**config.mk**
```make
export PLATFORM = sky130hd
export DESIGN_NAME = ptw_walker
export DESIGN_NICKNAME = d
export VERILOG_FILES = /design/src/rtl/ptw_pkg.sv /design/src/rtl/ptw_level_split.sv /design/src/rtl/ptw_desc_decode.sv /design/src/rtl/ptw_walker.sv
export SDC_FILE = /design/constraint.sdc
export NUM_CORES = 1
export LEC_CHECK = 0
export ABC_CLOCK_PERIOD_IN_PS = 9300
export BUFFER_PORTS_ARGS = -buffer_cell sky130_fd_sc_hd__buf_2
export CAP_MARGIN = 0
export CORE_MARGIN = 2
export CORE_UTILIZATION = 50
export CTS_CLUSTER_DIAMETER = 80
export DETAILED_ROUTE_END_ITERATION = 8
export PLACE_DENSITY_LB_ADDON = 0.12
export SETUP_SLACK_MARGIN = 0.02
export SLEW_MARGIN = 0
export SYNTH_ARGS = -nofsm -noshare
export SYNTH_HDL_FRONTEND = slang
export SYNTH_SLANG_ARGS = --single-unit
```
**constraint.sdc**
```tcl
create_clock -name clk -period 9.3 [get_ports clk]
set_input_delay 0.93 -clock clk [delete_from_list [all_inputs] [get_ports clk]]
set_output_delay 0.93 -clock clk [all_outputs]
set_load 0.01 [all_outputs]
```
**src/rtl/ptw_pkg.sv**
```systemverilog
package ptw_pkg;

    localparam int ADDR_W = 32;
    localparam int DESC_W = 32;
    localparam int ROOT_W = 64;
    localparam int LVL_N  = 4;
    localparam int LVL_W  = $clog2(LVL_N);
    localparam int WID_W  = 4;
    localparam int IDX_W  = (1 << WID_W) - 1;
    localparam int LIM_W  = 15;
    localparam int SH_W   = 7;

    typedef enum logic [1:0] {
        FLT_NONE    = 2'd0,
        FLT_INVALID = 2'd1,
        FLT_LIMIT   = 2'd2,
        FLT_WPROT   = 2'd3
    } fault_e;

    typedef enum logic [1:0] {
        DT_INV   = 2'd0,
        DT_PAGE  = 2'd1,
        DT_TABLE = 2'd2,
        DT_LONG  = 2'd3
    } dtype_e;

    typedef enum logic [1:0] {
        S_IDLE  = 2'd0,
        S_ROOT  = 2'd1,
        S_FETCH = 2'd2
    } wstate_e;

    typedef struct packed {
        logic                         en;
        logic                         sre;
        logic [WID_W-1:0]             ishift;
        logic [LVL_N-1:0][WID_W-1:0]  tiw;   // element 0 is level A
    } ctrl_t;

    typedef struct packed {
        logic               lower;
        logic [LIM_W-1:0]   bound;
        dtype_e             dt;
        logic [ADDR_W-1:0]  base;
    } root_t;

    function automatic ctrl_t decode_ctrl(input logic [31:0] r);
        ctrl_t c;
        c.en     = r[31];
        c.sre    = r[25];
        c.ishift = r[19:16];
        c.tiw[0] = r[15:12];
        c.tiw[1] = r[11:8];
        c.tiw[2] = r[7:4];
        c.tiw[3] = r[3:0];
        return c;
    endfunction

    function automatic root_t decode_root(input logic [ROOT_W-1:0] r);
        root_t p;
        p.lower = r[63];
        p.bound = r[62:48];
        p.dt    = dtype_e'(r[33:32]);
        p.base  = {r[31:4], 4'b0000};
        return p;
    endfunction

endpackage

```
**src/rtl/ptw_level_split.sv**
```systemverilog
module ptw_level_split
    import ptw_pkg::*;
(
    input  ctrl_t              ctrl,
    input  logic [ADDR_W-1:0]  laddr,
    input  logic [LVL_W-1:0]   level,
    output logic [IDX_W-1:0]   index,
    output logic [ADDR_W-1:0]  off_mask,
    output logic               last
);
    logic [SH_W-1:0]   consumed;
    logic [SH_W-1:0]   total;
    logic [SH_W-1:0]   rem;
    logic [WID_W-1:0]  w;
    logic [ADDR_W-1:0] shifted;
    logic [LVL_W-1:0]  nxt;

    always_comb begin
        consumed = SH_W'(ctrl.ishift);
        for (int k = 0; k < LVL_N; k++) begin
            if (k < int'(level)) consumed = consumed + SH_W'(ctrl.tiw[k]);
        end
        w       = ctrl.tiw[level];
        shifted = (consumed >= SH_W'(ADDR_W)) ? '0 : (laddr << consumed);
        index   = (w == '0) ? '0 : IDX_W'(shifted >> (SH_W'(ADDR_W) - SH_W'(w)));
        total   = consumed + SH_W'(w);
        rem     = (total >= SH_W'(ADDR_W)) ? '0 : SH_W'(ADDR_W) - total;
        if (rem >= SH_W'(ADDR_W)) off_mask = '1;
        else                      off_mask = (ADDR_W'(1) << rem) - ADDR_W'(1);
        nxt  = level + LVL_W'(1);
        last = (int'(level) == LVL_N - 1) || (ctrl.tiw[nxt] == '0);
    end
endmodule

```
**src/rtl/ptw_desc_decode.sv**
```systemverilog
module ptw_desc_decode
    import ptw_pkg::*;
(
    input  logic [DESC_W-1:0]  desc,
    output dtype_e             dt,
    output logic [ADDR_W-1:0]  next_base,
    output logic [ADDR_W-1:0]  page_base,
    output logic               wp,
    output logic               ci
);
    assign dt        = dtype_e'(desc[1:0]);
    assign next_base = {desc[31:4], 4'b0000};
    assign page_base = {desc[31:8], 8'h00};
    assign wp        = desc[2];
    assign ci        = desc[6];
endmodule

```
**src/rtl/ptw_walker.sv**
```systemverilog
module ptw_walker
    import ptw_pkg::*;
(
    input  logic               clk,
    input  logic               rst,
    input  logic               req_valid,
    input  logic [31:0]        req_laddr,
    input  logic               req_write,
    input  logic               req_super,
    input  logic [31:0]        cfg_ctrl,
    input  logic [63:0]        cfg_crp,
    input  logic [63:0]        cfg_srp,
    output logic               mem_rd_req,
    output logic [31:0]        mem_rd_addr,
    input  logic               mem_rd_valid,
    input  logic [31:0]        mem_rd_data,
    output logic               walk_busy,
    output logic               walk_done,
    output logic [31:0]        walk_paddr,
    output logic               walk_ci,
    output logic [1:0]         walk_fault
);
    wstate_e            state;
    ctrl_t              ctl_q;
    root_t              rp_q;
    logic [ADDR_W-1:0]  la_q;
    logic               wr_q;
    logic [LVL_W-1:0]   level_q;
    logic [ADDR_W-1:0]  base_q;
    logic               wp_q;

    logic               done_q;
    logic [ADDR_W-1:0]  pa_q;
    logic               ci_q;
    fault_e             flt_q;

    // Index extraction for the level being walked
    logic [IDX_W-1:0]   idx;
    logic [ADDR_W-1:0]  off_mask;
    logic               lvl_last;

    ptw_level_split u_split (
        .ctrl     (ctl_q),
        .laddr    (la_q),
        .level    (level_q),
        .index    (idx),
        .off_mask (off_mask),
        .last     (lvl_last)
    );

    dtype_e             d_dt;
    logic [ADDR_W-1:0]  d_next;
    logic [ADDR_W-1:0]  d_page;
    logic               d_wp;
    logic               d_ci;

    ptw_desc_decode u_dec (
        .desc      (mem_rd_data),
        .dt        (d_dt),
        .next_base (d_next),
        .page_base (d_page),
        .wp        (d_wp),
        .ci        (d_ci)
    );

    logic limit_hit;
    assign limit_hit = rp_q.lower ? (idx < rp_q.bound) : (idx > rp_q.bound);

    // Next-step decision
    logic               fin;
    logic [ADDR_W-1:0]  fin_pa;
    logic               fin_ci;
    fault_e             fin_flt;
    logic               go_fetch;
    logic               descend;

    always_comb begin
        fin      = 1'b0;
        fin_pa   = la_q;
        fin_ci   = 1'b0;
        fin_flt  = FLT_NONE;
        go_fetch = 1'b0;
        descend  = 1'b0;
        unique case (state)
            S_ROOT: begin
                if (!ctl_q.en) begin
                    fin = 1'b1;
                end else if (rp_q.dt != DT_TABLE || ctl_q.tiw[0] == '0) begin
                    fin     = 1'b1;
                    fin_flt = FLT_INVALID;
                end else if (limit_hit) begin
                    fin     = 1'b1;
                    fin_flt = FLT_LIMIT;
                end else begin
                    go_fetch = 1'b1;
                end
            end
            S_FETCH: begin
                if (mem_rd_valid) begin
                    unique case (d_dt)
                        DT_TABLE: begin
                            if (lvl_last) begin
                                fin     = 1'b1;
                                fin_flt = FLT_INVALID;
                            end else begin
                                descend = 1'b1;
                            end
                        end
                        DT_PAGE: begin
                            fin    = 1'b1;
                            fin_pa = (d_page & ~off_mask) | (la_q & off_mask);
                            fin_ci = d_ci;
                            if (wr_q && (wp_q || d_wp)) fin_flt = FLT_WPROT;
                        end
                        default: begin
                            fin     = 1'b1;
                            fin_flt = FLT_INVALID;
                        end
                    endcase
                end
            end
            default: ;
        endcase
    end

    always_ff @(posedge clk) begin
        if (rst) begin
            state   <= S_IDLE;
            ctl_q   <= '0;
            rp_q    <= '0;
            la_q    <= '0;
            wr_q    <= 1'b0;
            level_q <= '0;
            base_q  <= '0;
            wp_q    <= 1'b0;
            done_q  <= 1'b0;
            pa_q    <= '0;
            ci_q    <= 1'b0;
            flt_q   <= FLT_NONE;
        end else begin
            done_q <= 1'b0;
            if (state == S_IDLE) begin
                if (req_valid) begin
                    la_q    <= req_laddr;
                    wr_q    <= req_write;
                    ctl_q   <= decode_ctrl(cfg_ctrl);
                    rp_q    <= (cfg_ctrl[25] && req_super) ? decode_root(cfg_srp)
                                                           : decode_root(cfg_crp);
                    level_q <= '0;
                    wp_q    <= 1'b0;
                    state   <= S_ROOT;
                end
            end else if (fin) begin
                done_q <= 1'b1;
                pa_q   <= fin_pa;
                ci_q   <= fin_ci;
                flt_q  <= fin_flt;
                state  <= S_IDLE;
            end else if (go_fetch) begin
                base_q <= rp_q.base;
                state  <= S_FETCH;
            end else if (descend) begin
                base_q  <= d_next;
                wp_q    <= wp_q | d_wp;
                level_q <= level_q + LVL_W'(1);
            end
        end
    end

    assign mem_rd_req  = (state == S_FETCH);
    assign mem_rd_addr = base_q + (ADDR_W'(idx) << 2);
    assign walk_busy   = (state != S_IDLE);
    assign walk_done   = done_q;
    assign walk_paddr  = pa_q;
    assign walk_ci     = ci_q;
    assign walk_fault  = flt_q;

    AST_BYPASS_IDENTITY: assert property (@(posedge clk) disable iff (rst)
        (walk_done && !ctl_q.en) |-> (walk_paddr == la_q && !walk_ci && walk_fault == 2'd0))
        else $error("bypass result differs from logical address");
    AST_NO_READ_BYPASS: assert property (@(posedge clk) disable iff (rst)
        mem_rd_req |-> ctl_q.en)
        else $error("descriptor read while translation disabled");
    AST_READ_HELD: assert property (@(posedge clk) disable iff (rst)
        (mem_rd_req && !mem_rd_valid) |=> (mem_rd_req && $stable(mem_rd_addr)))
        else $error("read request dropped or moved before valid");
    AST_LIMIT_FROM_ROOT: assert property (@(posedge clk) disable iff (rst)
        (walk_done && walk_fault == 2'd2) |-> ($past(state) == S_ROOT))
        else $error("bound fault after a descriptor read");
    AST_WP_ONLY_WRITE: assert property (@(posedge clk) disable iff (rst)
        (walk_done && walk_fault == 2'd3) |-> wr_q)
        else $error("write-protect fault on a read");
    AST_DONE_PULSE: assert property (@(posedge clk) disable iff (rst)
        walk_done |=> !walk_done)
        else $error("done longer than one cycle");
endmodule

```
==> impl_metrics.py <==
metrics = {
    "global_routing": {
        "grt_usage_pct": 34.4,
        "grt_max_degree": 97,
        "grt_pass1_vias": 13523,
        "grt-ovfl-total": 0,
        "antenna_found_initial": 2,
        "grt_pass1_wl_mm": 76.4,
    },
    "sta": {
        "setup_viol": 0,
        "max-slew-margin-rel_pct": 18.0,
        "hold_viol_final": 0,
        "finalSetupTns_ns": 0,
        "min_period_over_period_pct": 96.1,
        "worstMarginPinSlew_ns": 1.22,
        "drv_slew": 0,
        "fmax_mhz": 112,
        "setup_ws_ns": 0.365,
        "clock-skew-final_ns": 0.0165,
        "min_period_ns": 8.93,
    },
    "route": {
        "vias_per_cell": 6.30,
        "first_iter_violations": 1467,
        "wl_per_cell_um": 21.1,
        "drc": 0,
        "via_count": 14626,
        "wirelength_mm": 48.9,
        "first_pass_iters": 6,
        "final_antenna_net_count": 0,
    },
    "cts": {
        "cts_sinks": 169,
        "insertion_delay_ns": 0.44,
        "path_clk_slew_ns": 0.07,
        "htree_levels": 4,
        "cts-root-buf": "clkbuf_16",
        "clk_path_buf_depth": 2,
        "cts_tree": "done",
        "cts_buffers": 17,
    },
    "die": {
        "chipHeight_um": 166,
        "die_width_um": 166,
        "initial_core_util_pct": 50.7,
        "rows": 59,
        "core_region_area_um2": 26000,
        "ios": 300,
        "die-area_um2": 27700,
    },
    "synthesis": {
        "seq_area_frac_synth_pct": 25.7,
        "synth.distinct_cells": 87,
        "synth_area_per_cell_um2": 7.49,
        "synth_area_leaders": "dfxtp_1 (26%), nand2_1 (7.3%), ha_1 (5.2%)",
        "netlist_area_um2": 13200,
        "ys.flop_type": "dfxtp_1",
        "yosys.area.top_type": "dfxtp_1",
        "ys_seq_elements": 169,
        "synth_edf_count": 0,
        "syn_inst": 1758,
        "synth_top_area_share_pct": 25.7,
        "ys_warn_count": 0,
        "synthArstFlopShare_pct": 0,
    },
    "power": {
        "powerDensity_nw_per_um2": 143,
        "peakVddDrop_uv": 126,
        "p_total_mw": 2.28,
        "p_leak_nw": 6.59,
    },
    "placement": {
        "io_buffers": 250,
        "post_dp_cell_area_um2": 14900,
        "post-dp-hpwl_mm": 37.2,
        "gp_congestion": 0.987,
        "dp_slack_ns": 0.363,
    },
    "setup_path": {
        "critPathLaunchType": "flip-flop",
        "critPathMaxStageDelay_ns": 0.66,
        "cp_data_arrival_time_ns": 8.00,
        "timing.rr.end": "walk_paddr[26]",
        "reg2regPathDepth": 37,
        "path_common_cell": "ha_1",
        "crit_slowest_cell": "xnor2_2",
        "worstSetupEndpointType": "primary output",
        "critPathKind": "flip-flop to primary output",
        "crit_fanout": 12,
        "rr_startpoint": "ctl_q[16]",
        "crit_required_ns": 8.37,
        "critPathCapture": "mem_rd_addr[28]",
        "r2r_slack_ns": 0.82,
        "startpoint": "ctl_q[1]",
    },
    "worst_hold_path": {
        "holdPathStages": 2,
        "hold_class": "flip-flop to flip-flop",
    },
    "final_layout": {
        "area_growth_pct": 20.8,
        "utilization_pct": 61.2,
        "nets": 2261,
        "final_cell_mix": "nand2_1 (256), buf_2 (249), nor2_1 (173)",
        "drive_gt1_share_pct": 23.3,
        "final_common_cell": "nand2_1",
        "design_area_um2": 15900,
    },
    "run_status": {
        "status": "complete, no violations",
    },
    "job": {
        "drv_cap": 0,
    },
}
## power breakdown
part / internal (mW) / switching, mW
clock: 0.461 / 0.338
sequential: 0.759 / 0.0418
combinational: 0.250 / 0.427
## stage by stage
step / hold slack, ns / cells
floorplan: 0.433 / 1759
global placement: 0.440 / 2281
detailed placement: 0.445 / 2281
CTS: 0.454 / 2313
finish: 0.453 / 2321
global route: 0.476 / 2320
## cell families (layout without fill, tap and decap cells)
family,count (synthesis),in the layout,share of synthesized area (%)
fa+ha+maj,60,60,5.98
flops,169,169,25.7
buf+inv,186,411,5.55
compound gates,505,505,27.4
mux,88,88,7.65
other cells,1,4,0.0285
xor+xnor,48,48,3.50
simple gates,701,701,24.2
## timing repair
action / 4_1_cts / 5_1_grt
endpoints found under the setup margin: 16 / 41
buffers inserted: 0 / 6
cloned: 0 / 0
hold buffers: 0 / 0
resized for setup: 1 / 69
pin swaps: 0 / 17
## worst max-delay path: cells and delay by family (launching register included)
family,cells,cell delay (ns)
flops,1,0.47
simple gates,1,0.13
fa+ha+maj,5,1.44
xor+xnor,3,1.05
buf+inv,2,0.36
compound gates,22,4.08
## layer usage
layer  track usage [%]  share of wire (%)
met2              55.3                 45
met1              47.5                 44
met5                 0                  0
met3              5.62                7.8
met4              10.3                2.9
## Yosys cell counts, drive strengths merged (12+ instances only)
library cell,n
o21ai,42
a21oi,125
xor2,15
nand2,256
nand3,120
mux2i,68
dfxtp,169
a21o,23
nor4,17
o211ai,28
xnor2,32
a31oi,15
ha,55
a311oi,60
buf,20
o22ai,12
nand4,23
a211oi,74
and3,16
o21a,15
nor3,31
inv,56
nor2,175
clkbuf,107
## state kept, by name (all words and copies together) (netlist names)
signal      cells
level_q         2
base_q         28
ctl_q          21
rp_q           46
walk_ci         1
walk_fault      2
walk_paddr     32
wp_q            1
la_q           32
state           2
walk_done       1
wr_q            1
## how the worst min path moves through the flow
stage / end / from
final: wr_q / wr_q
after floorplan: wr_q / wr_q
after global placement: wr_q / wr_q
after CTS: wr_q / wr_q
after global routing: walk_paddr[0] / walk_paddr[0]
after detailed placement: wr_q / wr_q
## final cells by class
class                   count  area (um2)
diodes                      2        5.00
clock buffers              19         433
clock inverters            13         205
fillers                  2452       10100
inverters                  59         225
multi-input cells        1404        9410
flip-flops and latches    169        3380
well taps                 335         419
repair buffers            320        1830
No activity file was read; power rests on OpenSTA's default activity.
